## src/rtl/divtrap_pkg.sv

```systemverilog
package divtrap_pkg;

    typedef enum logic [1:0] {
        ST_IDLE,
        ST_RUN,
        ST_FIX,
        ST_REPORT
    } div_state_e;

endpackage

```

## src/rtl/divtrap_precheck.sv

```systemverilog
// Operand conditioning: magnitudes, result signs and up-front trap detection.
module divtrap_precheck #(
    parameter int W = 16
) (
    input  logic              byte_mode,
    input  logic [W-1:0]      hi,
    input  logic [W-1:0]      lo,
    input  logic [W-1:0]      dsr,
    output logic [2*W-1:0]    dvd_mag,
    output logic [W-1:0]      dsr_mag,
    output logic              q_neg,
    output logic              r_neg,
    output logic              early_trap
);
    localparam int DW = 2 * W;
    localparam int HW = W / 2;

    logic [DW-1:0] dvd;
    logic          dvd_s;
    logic          dsr_s;

    assign dvd   = {hi, lo};
    assign dvd_s = dvd[DW-1];
    assign dsr_s = dsr[W-1];

    always_comb begin
        if (byte_mode) begin
            // dividend left-justified so W iterations consume it
            dvd_mag    = {lo, {W{1'b0}}};
            dsr_mag    = {{(W-HW){1'b0}}, dsr[HW-1:0]};
            q_neg      = 1'b0;
            r_neg      = 1'b0;
            early_trap = (dsr[HW-1:0] == '0);
        end else begin
            dvd_mag    = dvd_s ? -dvd : dvd;
            dsr_mag    = dsr_s ? -dsr : dsr;
            q_neg      = dvd_s ^ dsr_s;
            r_neg      = dvd_s;
            early_trap = (dsr == '0) || (dvd == {1'b1, {(DW-1){1'b0}}});
        end
    end

endmodule

```

## src/rtl/divtrap_step.sv

```systemverilog
// One radix-2 restoring shift-subtract iteration on magnitudes.
module divtrap_step #(
    parameter int W = 16
) (
    input  logic [W-1:0]   rem_in,
    input  logic [2*W-1:0] quo_in,
    input  logic [W-1:0]   dsr,
    output logic [W-1:0]   rem_out,
    output logic [2*W-1:0] quo_out
);
    localparam int DW = 2 * W;

    logic [W:0] shifted;
    logic [W:0] diff;
    logic       fits;

    assign shifted = {rem_in, quo_in[DW-1]};
    assign diff    = shifted - {1'b0, dsr};
    assign fits    = ~diff[W];
    assign rem_out = fits ? diff[W-1:0] : shifted[W-1:0];
    assign quo_out = {quo_in[DW-2:0], fits};

endmodule

```

## src/rtl/divtrap_fixup.sv

```systemverilog
// Sign restoration, range check and packing of the final result.
module divtrap_fixup #(
    parameter int W = 16
) (
    input  logic           byte_mode,
    input  logic [2*W-1:0] quo,
    input  logic [W-1:0]   rem,
    input  logic           q_neg,
    input  logic           r_neg,
    input  logic [W-1:0]   hi_keep,
    output logic [W-1:0]   lo_out,
    output logic [W-1:0]   hi_out,
    output logic           ovf
);
    localparam int DW = 2 * W;
    localparam int HW = W / 2;

    logic [W-1:0] qv;
    logic         ovf_pos;
    logic         ovf_neg;

    assign qv      = quo[W-1:0];
    assign ovf_pos = |quo[DW-1:W-1];
    assign ovf_neg = (|quo[DW-1:W]) || (quo[W-1] && (|quo[W-2:0]));

    always_comb begin
        if (byte_mode) begin
            ovf    = |quo[W-1:HW];
            lo_out = {rem[HW-1:0], quo[HW-1:0]};
            hi_out = hi_keep;
        end else begin
            ovf    = q_neg ? ovf_neg : ovf_pos;
            lo_out = q_neg ? -qv : qv;
            hi_out = r_neg ? -rem : rem;
        end
    end

endmodule

```

## src/rtl/divtrap_unit.sv

```systemverilog
module divtrap_unit #(
    parameter int W = 16
) (
    input  logic         clk,
    input  logic         rst_n,
    input  logic         start,
    input  logic         byte_mode,
    input  logic [W-1:0] acc_hi,
    input  logic [W-1:0] acc_lo,
    input  logic [W-1:0] divisor,
    output logic         busy,
    output logic         done,
    output logic         trap,
    output logic         wr_en,
    output logic [W-1:0] res_lo,
    output logic [W-1:0] res_hi
);
    import divtrap_pkg::*;

    localparam int DW = 2 * W;
    localparam int CW = $clog2(DW + 1);

    div_state_e state_q, state_d;

    logic [DW-1:0] pc_dvd;
    logic [W-1:0]  pc_dsr;
    logic          pc_qneg, pc_rneg, pc_trap;

    logic          mode_q, qneg_q, rneg_q, trap_q;
    logic [W-1:0]  hi_q, rem_q, dsr_q, res_lo_q, res_hi_q;
    logic [DW-1:0] quo_q;
    logic [CW-1:0] cnt_q;

    logic [W-1:0]  st_rem;
    logic [DW-1:0] st_quo;
    logic [W-1:0]  fx_lo, fx_hi;
    logic          fx_ovf;
    logic          accept;

    divtrap_precheck #(.W(W)) u_pre (
        .byte_mode (byte_mode),
        .hi        (acc_hi),
        .lo        (acc_lo),
        .dsr       (divisor),
        .dvd_mag   (pc_dvd),
        .dsr_mag   (pc_dsr),
        .q_neg     (pc_qneg),
        .r_neg     (pc_rneg),
        .early_trap(pc_trap)
    );

    divtrap_step #(.W(W)) u_step (
        .rem_in (rem_q),
        .quo_in (quo_q),
        .dsr    (dsr_q),
        .rem_out(st_rem),
        .quo_out(st_quo)
    );

    divtrap_fixup #(.W(W)) u_fix (
        .byte_mode(mode_q),
        .quo      (quo_q),
        .rem      (rem_q),
        .q_neg    (qneg_q),
        .r_neg    (rneg_q),
        .hi_keep  (hi_q),
        .lo_out   (fx_lo),
        .hi_out   (fx_hi),
        .ovf      (fx_ovf)
    );

    assign accept = (state_q == ST_IDLE) && start;

    // next-state logic
    always_comb begin
        state_d = state_q;
        unique case (state_q)
            ST_IDLE:   if (start) state_d = pc_trap ? ST_REPORT : ST_RUN;
            ST_RUN:    if (cnt_q == CW'(1)) state_d = ST_FIX;
            ST_FIX:    state_d = ST_REPORT;
            ST_REPORT: state_d = ST_IDLE;
        endcase
    end

    // state register
    always_ff @(posedge clk or negedge rst_n) begin
        if (!rst_n) state_q <= ST_IDLE;
        else        state_q <= state_d;
    end

    // datapath registers
    always_ff @(posedge clk or negedge rst_n) begin
        if (!rst_n) begin
            mode_q   <= 1'b0;
            qneg_q   <= 1'b0;
            rneg_q   <= 1'b0;
            trap_q   <= 1'b0;
            hi_q     <= '0;
            rem_q    <= '0;
            dsr_q    <= '0;
            quo_q    <= '0;
            cnt_q    <= '0;
            res_lo_q <= '0;
            res_hi_q <= '0;
        end else begin
            unique case (state_q)
                ST_IDLE: begin
                    if (accept) begin
                        mode_q <= byte_mode;
                        hi_q   <= acc_hi;
                        qneg_q <= pc_qneg;
                        rneg_q <= pc_rneg;
                        rem_q  <= '0;
                        quo_q  <= pc_dvd;
                        dsr_q  <= pc_dsr;
                        cnt_q  <= byte_mode ? CW'(W) : CW'(DW);
                        trap_q <= pc_trap;
                    end
                end
                ST_RUN: begin
                    rem_q <= st_rem;
                    quo_q <= st_quo;
                    cnt_q <= cnt_q - CW'(1);
                end
                ST_FIX: begin
                    trap_q <= fx_ovf;
                    if (!fx_ovf) begin
                        res_lo_q <= fx_lo;
                        res_hi_q <= fx_hi;
                    end
                end
                ST_REPORT: ;
            endcase
        end
    end

    // outputs
    always_comb begin
        busy   = (state_q != ST_IDLE);
        done   = (state_q == ST_REPORT);
        trap   = done && trap_q;
        wr_en  = done && !trap_q;
        res_lo = res_lo_q;
        res_hi = res_hi_q;
    end

    assert_done_pulse_R8: assert property (@(posedge clk) disable iff (!rst_n)
        done |=> !done);

    // up-front trap answers in the very next cycle
    assert_early_trap_R3: assert property (@(posedge clk) disable iff (!rst_n)
        (accept && pc_trap) |=> (done && trap));

    assert_zero_divisor_R3: assert property (@(posedge clk) disable iff (!rst_n)
        (accept && !byte_mode && divisor == '0) |=> trap);

    assert_min_dividend_R4: assert property (@(posedge clk) disable iff (!rst_n)
        (accept && !byte_mode && {acc_hi, acc_lo} == {1'b1, {(DW-1){1'b0}}}) |=> trap);

    assert_trap_keeps_results_R5: assert property (@(posedge clk) disable iff (!rst_n)
        (done && trap) |-> ($stable(res_lo) && $stable(res_hi)));

    assert_busy_ignores_start_R9: assert property (@(posedge clk) disable iff (!rst_n)
        (state_q == ST_RUN && start) |=> ($stable(dsr_q) && $stable(mode_q)));

endmodule

```

## config.mk

```make
export PLATFORM = sky130hd
export DESIGN_NAME = divtrap_unit
export DESIGN_NICKNAME = d
export VERILOG_FILES = /design/src/rtl/divtrap_pkg.sv /design/src/rtl/divtrap_precheck.sv /design/src/rtl/divtrap_step.sv /design/src/rtl/divtrap_fixup.sv /design/src/rtl/divtrap_unit.sv
export SDC_FILE = /design/constraint.sdc
export NUM_CORES = 1
export LEC_CHECK = 0
export BUFFER_PORTS_ARGS = -buffer_cell sky130_fd_sc_hd__buf_2
export CORE_MARGIN = 3
export CORE_UTILIZATION = 64
export CTS_CLUSTER_SIZE = 40
export DETAILED_ROUTE_END_ITERATION = 6
export PLACE_DENSITY = 0.86
export SYNTH_ARGS = -nofsm -noshare
export SYNTH_HDL_FRONTEND = slang
export SYNTH_SLANG_ARGS = --single-unit
export TNS_END_PERCENT = 5
```

## constraint.sdc

```tcl
create_clock -name clk -period 8.7 [get_ports clk]
set_input_delay 1.74 -clock clk [delete_from_list [all_inputs] [get_ports clk]]
set_output_delay 1.74 -clock clk [all_outputs]
set_load 0.05 [all_outputs]
```

==> run metrics <==
status=finished clean; sequential share of the synthesized area=0.388; wire length on met2=10100 µm; Port Buffers=87; Starting DRT DRC Count=992; CTS tree=yes; GRT Util Overall=0.327; Least-Margin Pin Slew=1.08 ns; Worst-Skew Late Latency=0.43 ns; CTS root buffer=clkbuf_16; drt total wl=22600 µm; dpl hpwl=15800 µm; Site Rows=40; commonest cells in the netlist=nand2_1 (129), dfrtp_1 (124), o21ai_0 (111), a21oi_1 (64), nor2_1 (63); Final Wtd Congestion=1.02; clock period minus final worst setup slack=4.05 ns; Yosys cell types=59; Avg Vias per Cell=6.44; syn avg cell area=8.58 µm²; vias after detailed routing=7577; Placed Cells=1145; max layer used=met4; initial antenna violation count=0; chip width=118 µm; WP data required=9.02 ns; Num CTS Buffers=17; YS warnings=0; post-CTS resize count=0; DRT Pass-1 Iters=7; Initial Util=0.660; EDFF count, synth=0; TNS Setup=0 ns; Synth Net Count=1011; met3 routed wirelength=2260 µm; H-tree depth=4; antenna-violating nets left=0; Setup crit end kind=register; Post-Syn Area=8000 µm²; max_cap viols=0; f_max=0.247 GHz; final antenna diode count=0; hold_buf cts=0; period utilization=0.465; CTS clk-pin slew, worst paths=0.05 ns; Critical Path Start Type=input port; critical path arrival=4.37 ns; vias in the first global route=7085; pin count of the biggest net entering global routing=82; Worst slew margin=0.279; Peak VDD IR=225 µV; M1 WL=9180 µm; DRC violations left=0; Clock Sinks=124; fin worst setup slack=4.65 ns; final net count=1075; GRT overflow=0; non-filler cells, final=1176; LEAKAGE=4.18 nW; I/O pins=88; leading area contributor after synthesis=dfrtp_1; routed len/inst=19.3 µm; share of synthesized flip-flops with an asynchronous set or reset=1.00; Layout area overhead=14.5%; Fin. Hold Viols=0; Tightest Hold Check Type=reg -> reg; Synth Instances=932; crit path max fanout=52; Synth area leaders=dfrtp_1 (39%), o21ai_0 (6.9%), nand2_1 (6.1%); first-pass GRT wire length=36700 µm; Seq cells post-synth=124; Die Area=13900 µm²; pre-CTS WS=4.35 ns; final setup fails=0; core box area=12100 µm²; Max Root-Sink Buffers=2; Crit Path Class=in -> reg; layout cells sized above 1=0.155; Final Util=0.756; RSZ-0062 raised after global routing=no; ys flop type=dfrtp_1; top cell type's share of synthesized area=0.388; count leader, synth=nand2_1; Setup Skew=0.0105 ns; pwr dens=428 nW/µm²; Pins Over Slew Limit=0; height of the die=118 µm; total setup buffers inserted after CTS=0
layout make-up:
type,instances,area [µm²]
Multi-Input combinational cell,719,4590
Sequential cell,124,3100
Fill cell,911,2960
Clock buffer,24,502
Timing Repair Buffer,94,490
Tap cell,168,210
Inverter,40,150
Clock inverter,7,110
layer usage:
layer,up-vias,GRT usage
met4,0,0.153
met5,-,0
li1,3460,-
met1,3573,0.443
met2,449,0.504
met3,95,0.0721
flip-flops by register name, summed over array words and instances, names as in the netlist:
signal	count
hi_q	16
qneg_q	1
rneg_q	1
rem_q	16
res_lo	16
res_hi	16
mode_q	1
cnt_q	6
state_q	2
dsr_q	16
quo_q	32
trap_q	1
layout by cell type (no fill, tap or decap), types with 5 or more instances in the layout:
cell type | synthesis | routed
nor3_1 | 16 | 16
a21oi_1 | 64 | 63
mux2i_1 | 26 | 26
xnor2_1 | 36 | 36
dfrtp_1 | 124 | 124
a21o_1 | 6 | 6
or3_1 | 5 | 5
buf_4 | 0 | 8
clkbuf_16 | 0 | 17
a31oi_1 | 7 | 7
or4_1 | 10 | 10
a211oi_1 | 6 | 6
mux2_2 | 20 | 20
o22ai_1 | 7 | 7
o21ai_0 | 111 | 110
nand3_1 | 8 | 8
clkbuf_8 | 0 | 5
nor2b_1 | 6 | 6
nand2_1 | 129 | 129
nand2b_1 | 7 | 7
o221ai_1 | 10 | 10
nor4_1 | 14 | 14
nor2_1 | 63 | 63
o31ai_1 | 21 | 21
a22oi_1 | 5 | 5
o41ai_1 | 10 | 10
xor2_1 | 44 | 43
buf_2 | 2 | 86
inv_1 | 38 | 38
a221oi_1 | 6 | 6
nand4_1 | 5 | 5
and3_1 | 9 | 9
ha_1 | 26 | 26
power breakdown:
group | internal, mW | switching, mW
clock network | 0.485 | 0.252
logic | 0.779 | 1.31
registers | 0.827 | 0.266
logic make-up (layout without fill, tap and decap cells):
kind of cell / after synthesis / count (layout) / synth area share
multiplexers: 46 / 46 / 0.0607
AO/OA/AOI/OAI: 276 / 276 / 0.209
AND/OR/NAND/NOR: 290 / 290 / 0.170
flip-flops: 124 / 124 / 0.388
XOR/XNOR: 80 / 80 / 0.0876
adder cells (fa/ha/maj): 27 / 27 / 0.0432
buffers and inverters: 89 / 165 / 0.0421
final timing paths:
path / startpoint / to / slack (ns) / cells after the start
min: res_lo[7] / res_lo[7] / 0.47 / 2
max: start / quo_q[17] / 4.65 / 8
min reg2reg: res_lo[7] / res_lo[7] / 0.47 / 2
max in group asynchronous: rst_n / dsr_q[6] / 5.95 / 2
min in group asynchronous: rst_n / res_hi[8] / 1.30 / 1
max reg2reg: state_q[0] / quo_q[17] / 5.18 / 9
critical path, cell delays in order:
cell      delay [ns]
buf_2           0.17
nand2_2         0.62
o21ai_1         0.72
buf_4           0.32
nand2_1         0.13
nor2_1          0.38
a221oi_1        0.14
o21ai_0         0.13
per-stage QoR:
step / power, mW / instance area, µm² / hold slack, ns
global placement: 3.05 / 8540 / 0.456
global route: 4.17 / 9160 / 0.480
detailed placement: 3.12 / 8540 / 0.458
floorplan: 2.60 / 8000 / 0.443
finish: 3.92 / 9160 / 0.468
CTS: 3.88 / 9160 / 0.470
No activity file was read; power rests on OpenSTA's default activity.
